===== config.mk =====
export PLATFORM = sky130hd
export DESIGN_NAME = fault_stop_ctrl
export DESIGN_NICKNAME = d
export VERILOG_FILES = /design/src/rtl/fs_pkg.sv /design/src/rtl/fs_line_sync.sv /design/src/rtl/fs_trip_latch.sv /design/src/rtl/fs_nmi_pend.sv /design/src/rtl/fault_stop_ctrl.sv
export SDC_FILE = /design/constraint.sdc
export NUM_CORES = 1
export LEC_CHECK = 0
export BUFFER_PORTS_ARGS = -buffer_cell sky130_fd_sc_hd__buf_2
export CORE_AREA = 2 2 39 41
export DETAILED_ROUTE_END_ITERATION = 12
export DIE_AREA = 0 0 41 43
export PLACE_DENSITY = 0.56
export SKIP_CTS_REPAIR_TIMING = 1
export SLEW_MARGIN = 20
export SYNTH_ARGS = -nofsm -noshare
export SYNTH_HDL_FRONTEND = slang
export SYNTH_HIERARCHICAL = 1
export SYNTH_SLANG_ARGS = --single-unit

===== constraint.sdc =====
create_clock -name clk -period 1.4 [get_ports clk]
set_clock_uncertainty 0.05 [all_clocks]
set_input_delay 0.21 -clock clk [delete_from_list [all_inputs] [get_ports clk]]
set_output_delay 0.21 -clock clk [all_outputs]
set_load 0.005 [all_outputs]

===== src/rtl/fs_pkg.sv =====
package fs_pkg;

  function automatic logic edge_seen(input logic cur, input logic prev, input logic rise);
    return rise ? (cur & ~prev) : (~cur & prev);
  endfunction

  function automatic logic flag_next(input logic flag, input logic set, input logic clr);
    return set | (flag & ~clr);
  endfunction

  function automatic logic release_next(input logic rel, input logic set,
                                        input logic rearm, input logic flag);
    return set | (rel & ~(rearm & ~flag));
  endfunction

  function automatic logic pend_next(input logic pend, input logic set, input logic ack);
    return set | (pend & ~ack);
  endfunction

endpackage


===== src/rtl/fs_line_sync.sv =====
module fs_line_sync #(
  parameter int STAGES      = 2,
  parameter bit ACTIVE_RISE = 1'b1
) (
  input  logic clk,
  input  logic rst_n,
  input  logic line_in,
  output logic edge_o
);
  import fs_pkg::*;

  localparam logic IDLE = ~ACTIVE_RISE;

  logic [STAGES-1:0] chain_q;
  logic              prev_q;

  generate
    if (STAGES == 1) begin : g_single
      always_ff @(posedge clk or negedge rst_n) begin
        if (!rst_n) chain_q <= IDLE;
        else        chain_q <= line_in;
      end
    end else begin : g_multi
      always_ff @(posedge clk or negedge rst_n) begin
        if (!rst_n) chain_q <= {STAGES{IDLE}};
        else        chain_q <= {chain_q[STAGES-2:0], line_in};
      end
    end
  endgenerate

  always_ff @(posedge clk or negedge rst_n) begin
    if (!rst_n) prev_q <= IDLE;
    else        prev_q <= chain_q[STAGES-1];
  end

  assign edge_o = edge_seen(chain_q[STAGES-1], prev_q, ACTIVE_RISE);

endmodule


===== src/rtl/fs_trip_latch.sv =====
module fs_trip_latch #(
  parameter int NUM_PHASES = 6
) (
  input  logic                  clk,
  input  logic                  rst_n,
  input  logic                  trip_ev,
  input  logic                  sw_clr,
  input  logic                  sw_rearm,
  input  logic [NUM_PHASES-1:0] pwm_in,
  output logic                  flag_o,
  output logic                  released_o,
  output logic [NUM_PHASES-1:0] phase_oe,
  output logic [NUM_PHASES-1:0] phase_drv
);
  import fs_pkg::*;

  logic flag_q;
  logic rel_q;
  logic hiz;

  always_ff @(posedge clk or negedge rst_n) begin
    if (!rst_n) begin
      flag_q <= 1'b0;
      rel_q  <= 1'b0;
    end else begin
      flag_q <= flag_next(flag_q, trip_ev, sw_clr);
      rel_q  <= release_next(rel_q, trip_ev, sw_rearm, flag_q);
    end
  end

  // Release takes effect in the event cycle itself, without waiting a clock.
  assign hiz = rel_q | trip_ev;

  generate
    for (genvar i = 0; i < NUM_PHASES; i++) begin : g_phase
      assign phase_oe[i]  = ~hiz;
      assign phase_drv[i] = pwm_in[i] & ~hiz;
    end
  endgenerate

  assign flag_o     = flag_q;
  assign released_o = rel_q;

endmodule


===== src/rtl/fs_nmi_pend.sv =====
module fs_nmi_pend (
  input  logic clk,
  input  logic rst_n,
  input  logic trip_ev,
  input  logic flag_q,
  input  logic cpu_ack,
  output logic cpu_pend
);
  import fs_pkg::*;

  logic pend_q;
  logic req_rise;

  // The processor only notices a request that rises from a clear flag.
  assign req_rise = trip_ev & ~flag_q;

  always_ff @(posedge clk or negedge rst_n) begin
    if (!rst_n) pend_q <= 1'b0;
    else        pend_q <= pend_next(pend_q, req_rise, cpu_ack);
  end

  assign cpu_pend = pend_q;

endmodule


===== src/rtl/fault_stop_ctrl.sv =====
module fault_stop_ctrl #(
  parameter int NUM_PHASES  = 6,
  parameter int SYNC_STAGES = 2,
  parameter bit ACTIVE_RISE = 1'b1
) (
  input  logic                  clk,
  input  logic                  rst_n,
  input  logic                  line_in,
  input  logic                  trip_en,
  input  logic                  wake_en,
  input  logic [NUM_PHASES-1:0] pwm_in,
  input  logic                  sw_clr,
  input  logic                  sw_rearm,
  input  logic                  cpu_ack,
  output logic [NUM_PHASES-1:0] phase_oe,
  output logic [NUM_PHASES-1:0] phase_drv,
  output logic                  flag_o,
  output logic                  nmi_req,
  output logic                  cpu_pend,
  output logic                  wake_o
);

  logic line_edge;
  logic trip_ev;
  logic released;

  fs_line_sync #(
    .STAGES      (SYNC_STAGES),
    .ACTIVE_RISE (ACTIVE_RISE)
  ) u_sync (
    .clk     (clk),
    .rst_n   (rst_n),
    .line_in (line_in),
    .edge_o  (line_edge)
  );

  assign trip_ev = line_edge & trip_en;
  assign wake_o  = line_edge & wake_en;

  fs_trip_latch #(
    .NUM_PHASES (NUM_PHASES)
  ) u_latch (
    .clk        (clk),
    .rst_n      (rst_n),
    .trip_ev    (trip_ev),
    .sw_clr     (sw_clr),
    .sw_rearm   (sw_rearm),
    .pwm_in     (pwm_in),
    .flag_o     (flag_o),
    .released_o (released),
    .phase_oe   (phase_oe),
    .phase_drv  (phase_drv)
  );

  fs_nmi_pend u_pend (
    .clk      (clk),
    .rst_n    (rst_n),
    .trip_ev  (trip_ev),
    .flag_q   (flag_o),
    .cpu_ack  (cpu_ack),
    .cpu_pend (cpu_pend)
  );

  assign nmi_req = flag_o;

endmodule


## Yosys cells after proc, flatten, opt, wreduce, memory -nomap -nowiden

Index checks and enable logic that the tools add are counted.

- Flip-flop bits (word level): 6
- Word-level logic and storage cells: 29
- Input bits: 14
- Output and inout bits: 16

- Bitwise gates (word level): 24

Operator list:

| kind | number |
|---|---|
| 1-bit bitwise AND | 14 |
| 1-bit NOT | 6 |
| 1-bit OR | 4 |

## Longest topological paths before layout

- Depth in word-level cells: 6
- Gate-level depth with buffers: 4
- Gate-level depth less buffers: 4

## Cells and area by module

The synthesis kept the hierarchy.

Modules (own cells, without submodules):

| module | instances | sequential area each (um2) | cells each | area each (um2) |
|---|---|---|---|---|
| fs_trip_latch | 1 | 50.0 | 18 | 161.4 |
| fs_line_sync | 1 | 75.1 | 4 | 88.8 |
| fs_nmi_pend | 1 | 25.0 | 4 | 45.0 |
| fault_stop_ctrl | 1 | 0.0 | 3 | 20.0 |

## Worst setup path before layout

Ideal clock, no wire load.

- Kind: register to output
- Start: register u_sync.chain_q[1]
- End: output port phase_drv[0]
- Data arrival time: 1,031 ps
- Stages on the path, launching flop included: 5
- Data required time: 1,140 ps
- Buffers on the path: 0
- Slack: 109 ps
- Cell sequence: dfrtp_1 nor2b_4 and2_1 nor2_4 and2_1

- Word-level cells in the longest chain between the ends: 5

Ends and longest elaborated chain:

| what | RTL line | RTL |
|---|---|---|
| start, declared | fs_line_sync.sv:14 | `logic [STAGES-1:0] chain_q;` |
| start signal, assigned | fs_line_sync.sv:25 | `if (!rst_n) chain_q <= {STAGES{IDLE}};` |
| start signal, assigned | fs_line_sync.sv:26 | `else chain_q <= {chain_q[STAGES-2:0], line_in};` |
| 1-bit bitwise AND | fs_pkg.sv:4 | `return rise ? (cur & ~prev) : (~cur & prev);` |
| net line_edge | fault_stop_ctrl.sv:23 | `logic line_edge;` |
| 1-bit bitwise AND | fault_stop_ctrl.sv:37 | `assign trip_ev = line_edge & trip_en;` |
| net trip_ev | fault_stop_ctrl.sv:24 | `logic trip_ev;` |
| 1-bit OR | fs_trip_latch.sv:32 | `assign hiz = rel_q \| trip_ev;` |
| 1-bit NOT | -- |  |
| net phase_oe[0] | fault_stop_ctrl.sv:15 | `output logic [NUM_PHASES-1:0] phase_oe,` |
| 1-bit bitwise AND | fs_trip_latch.sv:37 | `assign phase_drv[i] = pwm_in[i] & ~hiz;` |
| end, declared | fault_stop_ctrl.sv:16 | `output logic [NUM_PHASES-1:0] phase_drv,` |

The timed path passes the listed nets, and every way through them passes these cells.

## Final worst setup path

- Start: register u_sync.chain_q[1]
- End: output port phase_drv[4]

- Word-level cells in the longest chain between the ends: 5

Ends and longest elaborated chain:

| what | RTL line |
|---|---|
| 1-bit bitwise AND | fs_pkg.sv:4 |
| net line_edge | fault_stop_ctrl.sv:23 |
| 1-bit bitwise AND | fault_stop_ctrl.sv:37 |
| net trip_ev | fault_stop_ctrl.sv:24 |
| 1-bit OR | fs_trip_latch.sv:32 |
| 1-bit NOT | fs_trip_latch.sv:37 |
| 1-bit bitwise AND | fs_trip_latch.sv:37 |

The timed path passes the listed nets, and every way through them passes these cells.

==> results.toml <==
[synthesis]
ys_types = 9
synth_area_sq_um = 315
muxShareOfSynthArea_pct = 0
yosysTopAreaCellShare_pct = 47.6
ys.flop_type = "dfrtp_1"
synthSimpleGateAreaFrac_pct = 25.8
synth_top_family_by_area = "simple AND/OR/NAND/NOR gates"
synth_edf_count = 0
seq_area_frac_synth_pct = 47.6
yosysTopAreaCell = "dfrtp_1"
synth_common_cells = "and2_1 (8), buf_4 (6), dfrtp_1 (6)"
syn_nets = 43
synth.most_common_cell = "and2_1"
synth_area_leaders = "dfrtp_1 (48%), and2_1 (16%), buf_4 (14%)"
synth_cells = 29
synth_compound_area_share_pct = 8.73
yosys.area_share.adder_pct = 0
syn_area_per_cell_sq_um = 10.9
synth-xor-area-share_pct = 0
synth_seq_cells = 6
yosys_warnings = 6
ys_async_sr_fraction_pct = 100

[clock_tree]
cts_root_buffer = "clkbuf_4"
cts.clk_slew.worst_paths_ns = 0.04
cts.htree.levels = 1
clock_latency_ns = 0.23
numCtsBuffers = 3
cts_sinks = 6
cts_buffer_depth = 2
cts_tree = "yes"

[floorplanning]
die_h_um = 43
dieArea_sq_um = 1760
die_w_um = 41
start_util_pct = 22.8
core_area_sq_um = 1380
row_count = 14
num_io_pins = 30

[placement]
place_area_sq_um = 443
dp_slack_ns = -0.00110
io_buffers = 29
gp_congestion = 0.605
dp_hpwl_um = 472

[timing]
report.final.slew_viol_count = 0
fmax_ghz = 0.672
setup_ws_ns = -0.0884
period_share_pct = 106
rsz0062_at_grt = "yes"
worstMarginPinSlew_ns = 0.172
slew_headroom_pct = 88.5
holdWs_ns = 0.0291
hold_viol_final = 0
setup_viol_count_final = 12
period_minus_slack_ns = 1.49

[detailed_routing]
first_iter_violations = 3
drt_pre_antenna_iters = 4
dr_total_vias = 293
routed_wl_um = 608
vias_per_cell = 3.91
antenna_violating_nets_post_route = 0
drc = 0
wire_per_inst_um = 8.11

[power]
seq_power_share_pct = 41.4
p_leak_nw = 0.297
netSwitchingFraction_pct = 23.8
clkPwrFrac_pct = 31.9
power_density_nw_per_um2 = 935
p_total_mw = 0.476
switching_power_mw = 0.113
peakVddDrop_v = 0.000365
combPwrFrac_pct = 26.8
p_int_mw = 0.363

[worst_setup_path]
crit_path_start_kind = "flip-flop"
cp.arrival_ns = 1.23
path_class = "flip-flop to output port"
cp.required_ns = 1.14
critPathCaptureType = "output port"
worstPathMaxFanout = 6

[cells_and_area]
post-route-util_pct = 36.8
final_net_count = 75
syn_to_final_growth_pct = 61.5
antenna_cells = 0
post-route-cell-area_sq_um = 509
layout-drive-gt1-share_pct = 69.5

[run]
drv_cap = 0

[status]
status = "finished, violations left"
violations = "negative setup slack"

[worst_hold_path]
min_path_type = "primary input to flip-flop"

[global_route]
antenna_found_initial = 0
grt_pass1_wl_um = 779
overflow = 0
grt_usage_pct = 6.78
grt_pass1_vias = 219
grt_max_degree = 13
==> routing by layer <==
layer  up-vias  part of all wire, %  track usage [%]
met2        21                   46             10.0
li1        145                    -                -
met5         -                    0                0
met4         0                    0             6.00
met1       127                   39             7.59
met3         0                   14             1.57
==> registers in the layout, indices dropped and copies added, names as in the netlist <==
name,cells
u_sync/chain_q,2
u_latch/flag_o,1
u_pend/cpu_pend,1
u_sync/prev_q,1
u_latch/released_o,1
==> final cells by class <==
class	count	area, sq um
clock buffers	3	22.5
multi-input cells	15	123
inverters	3	11.3
repair buffers	32	183
well taps	16	20.0
fillers	143	875
flip-flops and latches	6	150
==> cells by family (layout without fill, tap and decap cells) <==
logic type             after synthesis  after routing
AND/OR/NAND/NOR                     11             12
buffers and inverters                9             38
flip-flops                           6              6
AO/OA/AOI/OAI                        3              3
==> worst max-delay path, cell delays in order, from the launching register on <==
cell	delay [ns]
dfrtp_1	0.37
nor2b_4	0.13
and2_4	0.15
nor2_4	0.12
and2_1	0.13
buf_2	0.10
==> power by group through the flow <==
stage	Sequential (mW)	Clock, mW	Combinational, mW
after floorplan	0.198	0	0.0704
after global placement	0.198	0	0.108
after detailed placement	0.199	0	0.109
after CTS	0.196	0.164	0.109
after global routing	0.198	0.170	0.147
final	0.197	0.152	0.127
==> cell usage in the layout, fill, tap and decap left out, types with 2 or more instances in the layout <==
cell,n
inv_1,3
and2_4,3
clkbuf_4,3
buf_2,27
a21o_1,2
and2_1,5
buf_4,2
buf_6,2
dfrtp_1,6
==> path summary, 6_finish.rpt <==
kind | from | end | slack, ns | depth (start not counted)
max | u_sync/chain_q[1]$_DFF_PN0_ | phase_drv[4] | -0.09 | 5
min | line_in | u_sync/chain_q[0]$_DFF_PN0_ | 0.03 | 1
max reg2reg | u_sync/prev_q$_DFF_PN0_ | u_pend/cpu_pend$_DFF_PN0_ | 0.31 | 5
min reg2reg | u_sync/chain_q[0]$_DFF_PN0_ | u_sync/chain_q[1]$_DFF_PN0_ | 0.29 | 0
max in group asynchronous | rst_n | u_sync/chain_q[1]$_DFF_PN0_ | 0.89 | 2
min in group asynchronous | rst_n | u_pend/cpu_pend$_DFF_PN0_ | 0.27 | 2
==> per-stage QoR <==
step | TNS (ns) | instances
after floorplan | 0 | 29
after global placement | 0 | 69
after detailed placement | -0.00110 | 69
after CTS | -2.51 | 72
after global routing | -1.70 | 75
final | -0.603 | 75
Note: power is estimated with default switching activity, not from simulation.
